File: config.mk
export PLATFORM = sky130hd
export DESIGN_NAME = lpad_guard
export DESIGN_NICKNAME = d
export VERILOG_FILES = /design/src/rtl/lpg_pkg.sv /design/src/rtl/lpg_cfg.sv /design/src/rtl/lpg_decode.sv /design/src/rtl/lpg_track.sv /design/src/rtl/lpad_guard.sv
export SDC_FILE = /design/constraint.sdc
export NUM_CORES = 1
export LEC_CHECK = 0
export CORE_ASPECT_RATIO = 0.5
export CORE_UTILIZATION = 22
export CTS_BUF_LIST = sky130_fd_sc_hd__clkbuf_16
export DETAILED_ROUTE_END_ITERATION = 6
export GPL_ROUTABILITY_DRIVEN = 0
export PLACE_DENSITY = 0.91
export SETUP_SLACK_MARGIN = 0.3
export SYNTH_ARGS = -nofsm -noshare
export SYNTH_HDL_FRONTEND = slang
export SYNTH_SLANG_ARGS = --single-unit
File: constraint.sdc
create_clock -name clk -period 2.1 [get_ports clk]
set_clock_uncertainty 0.05 [all_clocks]
set_input_delay 0.21 -clock clk [delete_from_list [all_inputs] [get_ports clk]]
set_output_delay 0.21 -clock clk [all_outputs]
set_load 0.03 [all_outputs]
File: src/rtl/lpg_pkg.sv
package lpg_pkg;
  localparam int unsigned LBL_W     = 20;
  localparam int unsigned CAUSE_SWC = 18;
  localparam int unsigned TVAL_PAD  = 2;
  localparam logic [6:0]  OPC_AUIPC = 7'b0010111;

  // Pad form: AUIPC writing x0.
  function automatic logic pad_form(input logic [31:0] insn);
    return (insn[6:0] == OPC_AUIPC) && (insn[11:7] == 5'd0);
  endfunction

  function automatic logic [LBL_W-1:0] pad_label(input logic [31:0] insn);
    return insn[31:12];
  endfunction

  function automatic logic pad_aligned(input logic [1:0] pc_lo);
    return pc_lo == 2'b00;
  endfunction

  // Zero label matches anything; otherwise exact match with x7's label.
  function automatic logic label_match(input logic [LBL_W-1:0] lbl,
                                       input logic [LBL_W-1:0] x7_lbl);
    return (lbl == '0) || (lbl == x7_lbl);
  endfunction

  // Return registers and the software-guarded register skip tracking.
  function automatic logic src_exempt(input logic [4:0] src);
    return (src == 5'd1) || (src == 5'd5) || (src == 5'd7);
  endfunction
endpackage

File: src/rtl/lpg_cfg.sv
module lpg_cfg (
  input  logic clk,
  input  logic rst_n,
  input  logic cfg_we,
  input  logic cfg_wdata_en,
  input  logic cfg_wdata_lock,
  output logic enable_q,
  output logic lock_q
);
  logic en_write_ok;
  assign en_write_ok = cfg_we && !lock_q;

  always_ff @(posedge clk) begin
    if (!rst_n) begin
      enable_q <= 1'b0;
      lock_q   <= 1'b0;
    end else begin
      if (en_write_ok) enable_q <= cfg_wdata_en;
      if (cfg_we && cfg_wdata_lock) lock_q <= 1'b1;
    end
  end

  assert_enable_frozen_R11: assert property (@(posedge clk) disable iff (!rst_n)
    lock_q |=> (enable_q == $past(enable_q)));
  assert_lock_sticky_R11: assert property (@(posedge clk) disable iff (!rst_n)
    lock_q |=> lock_q);
  assert_enable_write_R10: assert property (@(posedge clk) disable iff (!rst_n)
    (cfg_we && !lock_q) |=> (enable_q == $past(cfg_wdata_en)));
endmodule

File: src/rtl/lpg_decode.sv
module lpg_decode
  import lpg_pkg::*;
#(
  parameter int unsigned XLEN = 32
) (
  input  logic [31:0]     insn,
  input  logic [1:0]      pc_lo,
  input  logic [XLEN-1:0] x7,
  input  logic            is_ijmp,
  input  logic [4:0]      src_reg,
  input  logic            enable,
  output logic            pad_ok,
  output logic            jump_tracked
);
  logic form_ok, align_ok, lbl_ok;
  logic [LBL_W-1:0] x7_lbl;

  assign x7_lbl       = x7[31:12];
  assign form_ok      = pad_form(insn);
  assign align_ok     = pad_aligned(pc_lo);
  assign lbl_ok       = label_match(pad_label(insn), x7_lbl);
  assign pad_ok       = form_ok && align_ok && lbl_ok;
  assign jump_tracked = enable && is_ijmp && !src_exempt(src_reg);

  always_comb begin
    assert_exempt_untracked_R2: assert (!(jump_tracked &&
      (src_reg == 5'd1 || src_reg == 5'd5 || src_reg == 5'd7)));
  end
endmodule

File: src/rtl/lpg_track.sv
module lpg_track (
  input  logic clk,
  input  logic rst_n,
  input  logic ret_valid,
  input  logic trap_taken,
  input  logic jump_tracked,
  input  logic pad_ok,
  output logic expect_q,
  output logic violation
);
  logic checking, arm;

  assign checking  = ret_valid && expect_q && !trap_taken;
  assign violation = checking && !pad_ok;
  assign arm       = ret_valid && !trap_taken && jump_tracked && !violation;

  always_ff @(posedge clk) begin
    if (!rst_n)          expect_q <= 1'b0;
    else if (trap_taken) expect_q <= 1'b0;
    else if (ret_valid)  expect_q <= arm;
  end

  assert_arm_source_R1: assert property (@(posedge clk) disable iff (!rst_n)
    $rose(expect_q) |-> $past(jump_tracked && ret_valid));
  assert_consumed_R8: assert property (@(posedge clk) disable iff (!rst_n)
    (ret_valid && !jump_tracked) |=> !expect_q);
  assert_trap_clears_R8: assert property (@(posedge clk) disable iff (!rst_n)
    trap_taken |=> !expect_q);
  assert_stall_holds_R8: assert property (@(posedge clk) disable iff (!rst_n)
    (!ret_valid && !trap_taken) |=> (expect_q == $past(expect_q)));
endmodule

File: src/rtl/lpad_guard.sv
module lpad_guard
  import lpg_pkg::*;
#(
  parameter int unsigned XLEN = 32
) (
  input  logic            clk,
  input  logic            rst_n,
  input  logic            ret_valid,
  input  logic [XLEN-1:0] ret_pc,
  input  logic [31:0]     ret_insn,
  input  logic            ret_is_ijmp,
  input  logic [4:0]      ret_src_reg,
  input  logic [XLEN-1:0] ret_x7,
  input  logic            trap_taken,
  input  logic            cfg_we,
  input  logic            cfg_wdata_en,
  input  logic            cfg_wdata_lock,
  output logic            cfg_enable,
  output logic            cfg_locked,
  output logic            xcpt_valid,
  output logic [XLEN-1:0] xcpt_cause,
  output logic [XLEN-1:0] xcpt_tval
);
  logic pad_ok, jump_tracked, expect_q, violation;
  logic unused_bits;
  assign unused_bits = ^{ret_pc, ret_x7};

  lpg_cfg u_cfg (
    .clk(clk), .rst_n(rst_n), .cfg_we(cfg_we),
    .cfg_wdata_en(cfg_wdata_en), .cfg_wdata_lock(cfg_wdata_lock),
    .enable_q(cfg_enable), .lock_q(cfg_locked)
  );

  lpg_decode #(.XLEN(XLEN)) u_dec (
    .insn(ret_insn), .pc_lo(ret_pc[1:0]), .x7(ret_x7),
    .is_ijmp(ret_is_ijmp), .src_reg(ret_src_reg), .enable(cfg_enable),
    .pad_ok(pad_ok), .jump_tracked(jump_tracked)
  );

  lpg_track u_trk (
    .clk(clk), .rst_n(rst_n), .ret_valid(ret_valid), .trap_taken(trap_taken),
    .jump_tracked(jump_tracked), .pad_ok(pad_ok),
    .expect_q(expect_q), .violation(violation)
  );

  assign xcpt_valid = violation;
  assign xcpt_cause = violation ? XLEN'(CAUSE_SWC) : '0;
  assign xcpt_tval  = violation ? XLEN'(TVAL_PAD)  : '0;

  assert_xcpt_needs_expect_R7: assert property (@(posedge clk) disable iff (!rst_n)
    xcpt_valid |-> (expect_q && ret_valid && !trap_taken));
  assert_no_expect_no_xcpt_R9: assert property (@(posedge clk) disable iff (!rst_n)
    !expect_q |-> !xcpt_valid);
  assert_disabled_no_arm_R3: assert property (@(posedge clk) disable iff (!rst_n)
    (ret_valid && !cfg_enable) |=> !expect_q);
endmodule

# Word level (Yosys, flattened, before mapping)
# Cells that the tools add are included.
[word_totals] ff_bits=3 input_bits=109 out_inout_bits=67 wordCells=36
[classes] n_eq_ne=5 mux=2 n_bitwise=1 reduce_logical=25
[ops] operator="$eq 20x20->1" n=1
[ops] operator="$logic_not 20->1" n=1
[ops] operator="$logic_and 1x1->1" n=13
[ops] operator="$eq 5x3->1 const B" n=2
[ops] operator="$eq 7x5->1 const B" n=1
[ops] operator="$eq 5x1->1 const B" n=1
[ops] operator="$logic_not 1->1" n=5
[ops] operator="$logic_not 5->1" n=1
[ops] operator="$mux 5" n=1
[ops] operator="$logic_or 1x1->1" n=3
[ops] operator="$logic_not 2->1" n=1
[ops] operator="$mux 2" n=1
[ops] operator="$reduce_or 2->1" n=1
[ops] operator="$not 1->1" n=1

# Depth between registers and ports, before layout
[logic_depth] word_depth=8 ltp_mapped=6 depth_no_buf=5

# Cells and area by module
# Synthesis repeated with hierarchy kept, for this count alone.
[hier_totals] hier_cells=123 hier_area_um2=953.4
[modules_own_cells] mod="lpad_guard" n_inst=1 cells_per_inst=65 area_each_um2=484.2 seq_area_each_um2=0.0
[modules_own_cells] mod="lpg_decode" n_inst=1 cells_per_inst=44 area_each_um2=327.8 seq_area_each_um2=0.0
[modules_own_cells] mod="lpg_cfg" n_inst=1 cells_per_inst=8 area_each_um2=82.6 seq_area_each_um2=40.0
[modules_own_cells] mod="lpg_track" n_inst=1 cells_per_inst=6 area_each_um2=58.8 seq_area_each_um2=20.0

# Worst setup path before layout
# Ideal clock, no wire load.
[synth_path] kind="input-to-output" startpoint="input port ret_insn[22]" endpoint="output port xcpt_cause[1]" arrival_time_ps=1464 required_ps=1840 setup_slack_ps=376 stages=6 path_buffers=1 path_cell_list="xor2_1 > nor4_1 > nand3_1 > o31ai_2 > a21oi_1 > buf_4"
[synth_via] elab_chain_len=6 word_cells_on_any_way=7 cone_classes="1 x eq/ne; 1 x mux; 5 x reduce/logical"
[synth_rtl] element="start, declared" line_no="lpad_guard.sv:10" text="input logic [31:0] ret_insn,"
[synth_rtl] element="$eq 20x20->1 or $logic_not 20->1 (tied branches)" line_no="lpg_pkg.sv:23" text="return (lbl == '0) || (lbl == x7_lbl);"
[synth_rtl] element="$logic_or 1x1->1 (*)" line_no="lpg_pkg.sv:23"
[synth_rtl] element="$logic_and 1x1->1 (*)" line_no="lpg_decode.sv:22" text="assign pad_ok = form_ok && align_ok && lbl_ok;"
[synth_rtl] element="$logic_not 1->1 (*)" line_no="lpg_track.sv:14" text="assign violation = checking && !pad_ok;"
[synth_rtl] element="$logic_and 1x1->1 (*)" line_no="lpg_track.sv:14"
[synth_rtl] element="net xcpt_valid" line_no="lpad_guard.sv:20" text="output logic xcpt_valid,"
[synth_rtl] element="$mux 5 (*)" line_no="lpad_guard.sv:47" text="assign xcpt_cause = violation ? XLEN'(CAUSE_SWC) : '0;"
[synth_rtl] element="end, declared" line_no="lpad_guard.sv:21" text="output logic [XLEN-1:0] xcpt_cause,"
# Mark *: on every way through the listed nets, which the timed path passes. The rest lies on a longest branch.

# Worst setup path after layout
[layout_path] startpoint="input port ret_x7[29]" endpoint="output port xcpt_cause[1]"
[layout_via] elab_chain_len=6
[layout_rtl] element="start, declared" line_no="lpad_guard.sv:13" text="input logic [XLEN-1:0] ret_x7,"
[layout_rtl] element="$eq 20x20->1" line_no="lpg_pkg.sv:23"
[layout_rtl] element="$logic_or 1x1->1" line_no="lpg_pkg.sv:23"
[layout_rtl] element="$logic_and 1x1->1" line_no="lpg_decode.sv:22"
[layout_rtl] element="$logic_not 1->1" line_no="lpg_track.sv:14"
[layout_rtl] element="$logic_and 1x1->1" line_no="lpg_track.sv:14"
[layout_rtl] element="$mux 5" line_no="lpad_guard.sv:47"
# Every way passes these cells.

==> qor.txt <==
Status: finished, final reports clean
Period utilisation layout: 86.2%
Number of I/O pins: 176
DRT iter0 DRCs: 9
Chip width: 95.3 um
FFs w/ async S/R, synth: 0%
Non-Filler Instances: 260
Final setup viols: 0
Worst min-delay path category: reg -> reg
Worst hold stages: 2
Leakage Power: 0.840 nW
Max-slew violations: 0
Htree depth: 1
Remaining Overflow, GRT: 0
Starting density of the core: 23.8%
Most frequent cells in the layout: conb_1 (61), clkdlybuf4s50_1 (21), dlygate4sd2_1 (20)
Area grow syn2layout: 73.2%
Via-to-Cell Ratio: 3.55
Cts bufs inserted: 3
Mapped cell area: 957 um^2
RSZ-0062 raised after global routing: true
Post-synth EDFFs: 0
Clock Sinks: 3
Worst Hold Endpoint: u_cfg.lock_q
Yosys warnings: 0
Port Buffers: 72
Reg2Reg Setup Slack: 960 ps
Ratio of cells with drive above 1 in the final layout: 22.3%
Reg-to-reg startpoint: u_trk.expect_q
Nets: 316
Core area: 0.00402 mm^2
Crit Path Category: in -> out
Critical Path RT: 1840 ps
CTS root buf: clkbuf_16
Post-Synthesis Cells: 123
DRT antenna net count: 0
CP Launch Point: ret_x7[29]
First-pass GRT wire length: 4040 um
Initial antenna violation count: 0
Placed inst area: 0.00156 mm^2
Worst skew pair latency: 220 ps
Clock transition at path regs: 30 ps
Cts hold-fix bufs: 0
FF+latch count, synth: 3
Crit path arrival time: 1550 ps
FP Rows: 16
Crit end category: output port
Clock tree buffer depth: 2
DR vias: 923
Pwr dens: 418 mW/mm^2
Dpl hpwl: 2510 um
Largest net degree at the start of global routing: 5
WL per Instance: 11.1 um
Fin. Hold Viols: 0
Placed insts: 254
Number of global-route vias before repair: 880
Ant diodes: 0
Syn Area/Cell: 7.78 um^2
Final wirelength: 2900 um
Post-route cell area: 0.00166 mm^2
Startpoint Class: input pin
Die Area: 0.00463 mm^2
Worst hold slack: 488 ps
Register area share after synthesis: 6.27%
Capturing point of the worst reg2reg path: u_trk.expect_q
Global-route usage over all layers: 11.4%
Worst VDD drop: 229 uV
Commonest non-fill, non-tap cell in the layout: conb_1
Top_reg_cell synth: dfxtp_1
Die Y: 48.6 um
Unique masters post-synth: 22
CP Max Fanout: 4
# DRC: 0
Fmax: 552 MHz
MaxCap Viol Count: 0
R2R depth: 4
HP Start: u_cfg.lock_q
CTS tree: done
Pre-Repair DR Iteration Count: 2
Tmin final: 1810 ps
[worst max-delay path, cell delays in order]
cell             delay [ps]
clkdlybuf4s50_1         470
xnor2_1                 110
nand4_1                 170
o31ai_4                 320
a21oi_4                 120
buf_6                   150
[what timing repair did]
action	CTS	global route
resized for setup	129	14
setup buffers	1	1
endpoints found under the hold margin	0	0
pin swaps	25	8
setup endpoints to repair	4	4
[synthesized netlist by cell type, types with 2 or more instances]
cell type	n	area share (%)
a21oi_1	2	1.0
buf_4	64	50
dfxtp_1	3	6.3
nand2_1	2	0.78
nand3_1	2	1.0
nand4_1	2	1.3
nand4b_1	2	1.8
nor2b_1	5	3.3
nor4_1	10	6.5
xnor2_1	8	7.3
xor2_1	12	11
[cell type report]
type,count,area (um^2)
Clock buffer,3,75.1
Clock inverter,1,3.75
Fill cell,395,2370
Multi-Input combinational cell,116,717
Sequential cell,3,60.1
Tap cell,54,67.6
Timing Repair Buffer,83,734
[flip-flops by register name, indices dropped and copies added, names as in the netlist]
signal          count
u_cfg.enable_q      1
u_cfg.lock_q        1
u_trk.expect_q      1
[where the power goes]
group / internal, W / switching [W] / total [W] / leakage (nW)
Clock: 0.000245 / 0.0000469 / 0.000292 / 0.0423
Combinational: 0.000124 / 0.000214 / 0.000338 / 0.773
Sequential: 0.0000602 / 0.00000219 / 0.0000624 / 0.0246
Total: 0.000430 / 0.000263 / 0.000692 / 0.840
[metal layers]
metal	vias to the layer above	track usage (%)	wire length (um)
met4	0	4.04	33
met5	-	0	0
met1	440	12.0	1030
met2	26	22.7	1760
met3	4	1.42	66
li1	453	-	-
[through the flow]
stage	setup TNS, ps	setup WS, ps	util (%)	total power (W)
final	0	290	41.2	0.000692
after global routing	0	215	41.2	0.000725
after CTS	0	288	40.2	0.000687
after detailed placement	-2380	-607	38.7	0.000413
after global placement	-2130	-532	38.7	0.000410
after floorplan	0	376	-	0.000340
[worst max path at each step]
stage	cells after the start	to	slack [ps]
after floorplan	6	xcpt_cause[1]	380
after global placement	7	xcpt_valid	-530
after detailed placement	7	xcpt_cause[1]	-610
after CTS	7	xcpt_cause[1]	290
after global routing	7	xcpt_cause[1]	220
final	6	xcpt_cause[1]	290
[cells by family (layout without fill, tap and decap cells)]
kind of cell / Yosys count / after routing / share of synthesized area (%)
buffers and inverters: 64 / 87 / 50.2
and+or+nand+nor: 29 / 29 / 19.6
xor gates and xnor gates: 20 / 20 / 18.3
AOI/OAI and AO/OA: 5 / 5 / 4.18
DFF: 3 / 3 / 6.27
other: 1 / 61 / 0.392
muxes: 1 / 1 / 1.05
No activity file was read; power rests on OpenSTA's default activity.
